### src/rtl/adc_seq_pkg.sv
package adc_seq_pkg;

    localparam int DATA_W  = 8;
    localparam int ADDR_W  = 2;
    localparam int CH_W    = 3;
    localparam int PS_W    = 3;
    localparam int RES_W   = 10;
    localparam int MAX_DIV = 32;
    localparam int DIV_W   = $clog2(MAX_DIV) + 1;
    localparam int IDX_W   = $clog2(RES_W);

    localparam logic [ADDR_W-1:0] ADDR_CTRL = 2'd0;
    localparam logic [ADDR_W-1:0] ADDR_CFG  = 2'd1;

    typedef enum logic [PS_W-1:0] {
        RATE_DIV2  = 3'b000,
        RATE_DIV8  = 3'b001,
        RATE_DIV32 = 3'b010
    } rate_e;

    // control register layout: [4] power-down, [3] trigger, [2:0] channel
    typedef struct packed {
        logic            pwr_dn;
        logic            trig;
        logic [CH_W-1:0] chan;
    } ctrl_t;

    localparam int CTRL_W = $bits(ctrl_t);

    // clock divisor for a rate select; 0 means the tick is stopped
    function automatic logic [DIV_W-1:0] rate_div(input logic [PS_W-1:0] ps);
        case (ps)
            RATE_DIV2:  rate_div = DIV_W'(2);
            RATE_DIV8:  rate_div = DIV_W'(8);
            RATE_DIV32: rate_div = DIV_W'(MAX_DIV);
            default:    rate_div = '0;
        endcase
    endfunction

endpackage

### src/rtl/adc_regs.sv
module adc_regs
    import adc_seq_pkg::*;
(
    input  logic              clk,
    input  logic              rst,
    input  logic              wr_en,
    input  logic [ADDR_W-1:0] wr_addr,
    input  logic [DATA_W-1:0] wr_data,
    output ctrl_t             ctrl_q,
    output logic [PS_W-1:0]   rate_q,
    output logic              start_conv,
    output logic              abandon
);

    ctrl_t wr_ctrl;
    logic  ctrl_wr;
    logic  cfg_wr;

    assign wr_ctrl = ctrl_t'(wr_data[CTRL_W-1:0]);
    assign ctrl_wr = wr_en && (wr_addr == ADDR_CTRL);
    assign cfg_wr  = wr_en && (wr_addr == ADDR_CFG);

    // a trigger falling from 1 to 0 launches a conversion
    assign start_conv = ctrl_wr && ctrl_q.trig && !wr_ctrl.trig;
    // setting the trigger or moving the channel invalidates the flag
    assign abandon    = ctrl_wr && (wr_ctrl.trig || (wr_ctrl.chan != ctrl_q.chan));

    always_ff @(posedge clk) begin
        if (rst) begin
            ctrl_q <= '{pwr_dn: 1'b1, trig: 1'b0, chan: '0};
            rate_q <= RATE_DIV2;
        end else begin
            if (ctrl_wr) ctrl_q <= wr_ctrl;
            if (cfg_wr)  rate_q <= wr_data[PS_W-1:0];
        end
    end

endmodule

### src/rtl/adc_clkdiv.sv
module adc_clkdiv
    import adc_seq_pkg::*;
(
    input  logic            clk,
    input  logic            rst,
    input  logic            run,
    input  logic [PS_W-1:0] rate,
    output logic            tick
);

    logic [DIV_W-1:0] div;
    logic [DIV_W-1:0] cnt;

    assign div  = rate_div(rate);
    assign tick = run && (div != '0) && (cnt == div - DIV_W'(1));

    always_ff @(posedge clk) begin
        if (rst || !run || div == '0) begin
            cnt <= '0;
        end else if (tick) begin
            cnt <= '0;
        end else begin
            cnt <= cnt + DIV_W'(1);
        end
    end

    // smallest divisor is 2, so ticks are never back to back
    a_r2_tick_spacing: assert property (@(posedge clk) disable iff (rst)
        tick |=> !tick);

endmodule

### src/rtl/adc_sar.sv
module adc_sar
    import adc_seq_pkg::*;
(
    input  logic             clk,
    input  logic             rst,
    input  logic             start_conv,
    input  logic             abandon,
    input  logic             tick,
    input  logic             cmp_in,
    output logic             busy,
    output logic [RES_W-1:0] trial,
    output logic [RES_W-1:0] result,
    output logic             eoc_n
);

    logic [IDX_W-1:0] idx;
    logic [RES_W-1:0] sar;
    logic [RES_W-1:0] bit_m;
    logic [RES_W-1:0] next_sar;

    assign bit_m    = RES_W'(1) << idx;
    assign trial    = busy ? (sar | bit_m) : '0;
    assign next_sar = cmp_in ? (sar | bit_m) : sar;

    always_ff @(posedge clk) begin
        if (rst) begin
            busy   <= 1'b0;
            idx    <= '0;
            sar    <= '0;
            result <= '0;
            eoc_n  <= 1'b1;
        end else if (start_conv) begin
            busy  <= 1'b1;
            idx   <= IDX_W'(RES_W - 1);
            sar   <= '0;
            eoc_n <= 1'b1;
        end else if (abandon) begin
            busy  <= 1'b0;
            sar   <= '0;
            eoc_n <= 1'b1;
        end else if (busy && tick) begin
            if (idx == '0) begin
                result <= next_sar;
                busy   <= 1'b0;
                sar    <= '0;
                eoc_n  <= 1'b0;
            end else begin
                sar <= next_sar;
                idx <= idx - IDX_W'(1);
            end
        end
    end

    // a fresh conversion tries the MSB first
    a_r10_msb_first: assert property (@(posedge clk) disable iff (rst)
        start_conv |=> (trial == (RES_W'(1) << (RES_W - 1))));

    // completion is only reported out of a running conversion
    a_r8_done_from_busy: assert property (@(posedge clk) disable iff (rst)
        $fell(eoc_n) |-> $past(busy));

endmodule

### src/rtl/adc_seq_ctrl.sv
module adc_seq_ctrl
    import adc_seq_pkg::*;
(
    input  logic              clk,
    input  logic              rst,
    input  logic              wr_en,
    input  logic [ADDR_W-1:0] wr_addr,
    input  logic [DATA_W-1:0] wr_data,
    input  logic              cmp_in,
    output logic [CH_W-1:0]   chan_sel,
    output logic [RES_W-1:0]  dac_code,
    output logic [RES_W-1:0]  result,
    output logic              eoc_n
);

    ctrl_t           ctrl_q;
    logic [PS_W-1:0] rate_q;
    logic            start_conv;
    logic            abandon;
    logic            busy;
    logic            tick;

    adc_regs u_regs (
        .clk        (clk),
        .rst        (rst),
        .wr_en      (wr_en),
        .wr_addr    (wr_addr),
        .wr_data    (wr_data),
        .ctrl_q     (ctrl_q),
        .rate_q     (rate_q),
        .start_conv (start_conv),
        .abandon    (abandon)
    );

    adc_clkdiv u_div (
        .clk  (clk),
        .rst  (rst),
        .run  (busy && !ctrl_q.pwr_dn),
        .rate (rate_q),
        .tick (tick)
    );

    adc_sar u_sar (
        .clk        (clk),
        .rst        (rst),
        .start_conv (start_conv),
        .abandon    (abandon),
        .tick       (tick),
        .cmp_in     (cmp_in),
        .busy       (busy),
        .trial      (dac_code),
        .result     (result),
        .eoc_n      (eoc_n)
    );

    assign chan_sel = ctrl_q.chan;

    // a new channel value invalidates the flag
    a_r6_chan_change: assert property (@(posedge clk) disable iff (rst)
        (wr_en && wr_addr == ADDR_CTRL && wr_data[CH_W-1:0] != chan_sel) |=> eoc_n);

    // setting the trigger flags and parks the converter
    a_r7_trig_set: assert property (@(posedge clk) disable iff (rst)
        (wr_en && wr_addr == ADDR_CTRL && wr_data[CH_W+1-1]) |=> (eoc_n && dac_code == '0));

    // powered down and untouched, nothing moves
    a_r4_hold_when_off: assert property (@(posedge clk) disable iff (rst)
        (ctrl_q.pwr_dn && !wr_en) |=> ($stable(dac_code) && $stable(eoc_n)));

endmodule

### config.mk
export PLATFORM = sky130hd
export DESIGN_NAME = adc_seq_ctrl
export DESIGN_NICKNAME = d
export VERILOG_FILES = /design/src/rtl/adc_seq_pkg.sv /design/src/rtl/adc_regs.sv /design/src/rtl/adc_clkdiv.sv /design/src/rtl/adc_sar.sv /design/src/rtl/adc_seq_ctrl.sv
export SDC_FILE = /design/constraint.sdc
export NUM_CORES = 1
export LEC_CHECK = 0
export ABC_CLOCK_PERIOD_IN_PS = 3700
export BUFFER_PORTS_ARGS = -buffer_cell sky130_fd_sc_hd__buf_2
export CORE_AREA = 2 2 73 75
export DETAILED_ROUTE_END_ITERATION = 7
export DIE_AREA = 0 0 75 77
export GPL_TIMING_DRIVEN = 0
export HOLD_SLACK_MARGIN = 0.1
export PLACE_DENSITY = 0.62
export SKIP_CTS_REPAIR_TIMING = 1
export SKIP_LAST_GASP = 1
export SYNTH_ARGS = -nofsm -noshare
export SYNTH_HDL_FRONTEND = slang
export SYNTH_HIERARCHICAL = 1
export SYNTH_SLANG_ARGS = --single-unit
### constraint.sdc
create_clock -name clk -period 3.7 [get_ports clk]
set_clock_uncertainty 0.15 [all_clocks]
set_input_delay 0 -clock clk [delete_from_list [all_inputs] [get_ports clk]]
set_output_delay 0 -clock clk [all_outputs]
set_load 0.01 [all_outputs]
==> flow_metrics.tcl <==
set metrics [dict create \
    ys_async_sr_fraction_pct 0 \
    outcome "finished, final reports clean" \
    first_iter_violations 129 \
    slew_viol_final 0 \
    drtPass1Iterations 4 \
    cts-root-buf "clkbuf_8" \
    p_leak_uw 0.00101 \
    ff2ff_setup_slack_ps 660 \
    synth_fa_ha_area_share_pct 4.88 \
    worstPathRequired_ps 3770 \
    grt_max_degree 14 \
    critPathMaxFanout 10 \
    rsz0062_at_grt "false" \
    dp.cells 331 \
    ys_types 46 \
    fin_cells 353 \
    gp_congestion 0.759 \
    worstSkewPairLatency_ps 300 \
    routedWlPerCell_microns 13.2 \
    synth_edf_count 0 \
    syn_nets 249 \
    antenna_found_initial 0 \
    die-area_sq_um 5780 \
    grt_pass1_vias 1647 \
    path_cells "or3b_2, ha_1, xor2_1, o2111a_2, and3b_1, nor4bb_1, buf_2, a21oi_1, a211oi_1" \
    synth-xor-area-share_pct 3.85 \
    rows 26 \
    grt_pass1_wl_microns 7610 \
    finalSetupViolations 0 \
    grt.total_usage_pct 17.0 \
    synthTopCellsByArea "dfxtp_1 39%, a21oi_1 6.6%, ha_1 4.9%, nor2b_1 4.6%, mux2i_1 4.4%" \
    synth_most_common_cell "dfxtp_1" \
    startpoint_type "register" \
    max-vdd-ir-drop_mv 0.232 \
    final_area_sq_um 2540 \
    yosys.area.top_type "dfxtp_1" \
    dpl_cell_area_sq_um 2310 \
    io_pins 38 \
    synth_top_family_by_area "simple AND/OR/NAND/NOR gates" \
    synth-compound-area-share_pct 19.5 \
    hold_class "in -> reg" \
    gr-total-overflow 0 \
    cts_sinks 40 \
    drc_errors 0 \
    nNetsFinal 304 \
    synthMuxAreaShare_pct 4.40 \
    yosys-top-cells-count "40 x dfxtp_1, 27 x a21oi_1, 19 x nor2_1" \
    synth_area_sq_um 2050 \
    place_ws_ps 681 \
    utilization_pct 51.1 \
    clock.fmax_mhz 329 \
    hpwl_microns 3270 \
    clk_pin_slew_ps 90 \
    start_util_pct 41.2 \
    die_w_microns 75 \
    drive_above_1_share_pct 21.9 \
    final.setup.tns_ps 0 \
    synth-simple-area-share_pct 23.3 \
    end_kind "register" \
    fillCellCount 481 \
    relSlewSlack_pct 64.9 \
    cp.arrival_ps 3100 \
    numPortBuffers 34 \
    routed_via_density 5.08 \
    via_count 1794 \
    area_growth_pct 24.2 \
    ant_nets 0 \
    critPathSlowestCell "or3b_2" \
    maxCapViolations 0 \
    synthFlopType "dfxtp_1" \
    cts_tree "built" \
    chipHeight_microns 77 \
    max_stage_delay_ps 490 \
    worst_slew_pin_slew_ps 512 \
    critPathBufInv 1 \
    ys_seq_area_share_pct 39.1 \
    coreArea_sq_um 4980 \
    syn_area_per_cell_sq_um 9.03 \
    diodes 0 \
    clk_path_buf_depth 2 \
    worstSetupPathType "reg -> reg" \
    cts_buffers 5 \
    synth_top_area_share_pct 39.1 \
    powerDensity_nw_per_um2 317 \
    fin_crit_sh_pct 82.0 \
    synth_seq_cells 40 \
    cts_htree_levels 2 \
    yosys_warnings 6 \
    netlist_instances 227 \
    drt-total-wl_microns 4660 \
    period_minus_slack_ps 3040 \
    critPathTopFamily "simple AND/OR/NAND/NOR gates" \
    setup_ws_ps 665 \
    finalHoldViolations 0 \
]
-- worst reg2reg max path: cells and delay by family, from the launching register on --
family	cells	cell delay, ps
xor+xnor	1	140
fa+ha+maj	1	310
compound gates	3	590
simple gates	3	1070
flops	1	420
buf+inv	1	270
-- per-stage QoR --
stage,hold slack [ps],total power (uW)
floorplan,-81.1,477
global placement,67.1,493
detailed placement,71.5,494
CTS,-241,810
global route,307,842
finish,256,806
-- cells in the final DEF (no fill, tap or decap), types with 2 or more instances in the layout --
master         Yosys  layout
dfxtp_1           40      40
nand2_1            7       7
clkbuf_8           0       6
ha_1               8       8
clkbuf_1           5       5
and3b_1            2       2
xnor2_1            2       2
a31oi_1            8       8
mux2i_1            9       9
inv_1             10      10
nor3b_4            2       2
and3_1             2       2
nand3_1            6       6
buf_6              2       2
buf_2              4      38
xor2_1             7       7
a21oi_1           27      27
nor2_1            19      19
a2111oi_0          2       2
a211oi_1           9       9
nor2b_1           15      15
dlygate4sd3_1      0      14
clkinvlp_4         0       2
o21ai_0            6       6
nor3_1            11      11
-- cells by family (layout without fill, tap and decap cells) --
kind of cell    Yosys count  after routing
compound gates           61             61
xor+xnor                  9              9
fa+ha+maj                 8              8
buf+inv                  22             78
flops                    40             40
mux                       9              9
simple gates             78             78
-- worst paths after layout --
path	start	end	cells after the start
min	wr_addr[0]	u_sar/busy$_SDFFE_PP0P_	6
max	u_regs/rate_q[0]$_SDFFE_PP0P_	u_sar/result[3]$_SDFFE_PP0P_	9
min reg2reg	u_sar/sar[0]$_SDFFE_PP0P_	u_sar/sar[0]$_SDFFE_PP0P_	2
max reg2reg	u_regs/rate_q[0]$_SDFFE_PP0P_	u_sar/result[3]$_SDFFE_PP0P_	9
-- state kept, by name, summed over array words and instances (netlist names) --
signal         count
u_sar/idx          4
u_sar/busy         1
u_regs/rate_q      3
u_sar/result      10
u_regs/ctrl_q      5
u_sar/sar         10
u_div/cnt          6
u_sar/eoc_n        1
-- per-layer routing --
layer	GRT usage [%]	up-vias	part of all wire (%)
met1	22.4	830	46
li1	-	921	-
met3	3.68	5	3.8
met5	0	-	0
met4	6.07	0	1.1
met2	26.8	38	49
-- report_power, final --
group | total (uW) | internal (uW) | leakage [uW] | switching [uW]
Sequential | 437 | 433 | 0.000323 | 3.29
Clock | 310 | 151 | 0.0000434 | 159
Combinational | 59.2 | 29.5 | 0.000646 | 29.7
-- area by class of cell --
cell class                      instances  area, sq um  area share (%)
Buffer                                 12         65.1            2.56
Inverter                               10         37.5            1.47
Timing Repair Buffer                   48          310            12.2
Clock buffer                            6         82.6            3.24
Clock inverter                          2         15.0           0.590
Multi-Input combinational cell        165         1150            45.0
Tap cell                               70         87.6            3.44
Sequential cell                        40          801            31.5
Power figures use the tool's default switching activity.
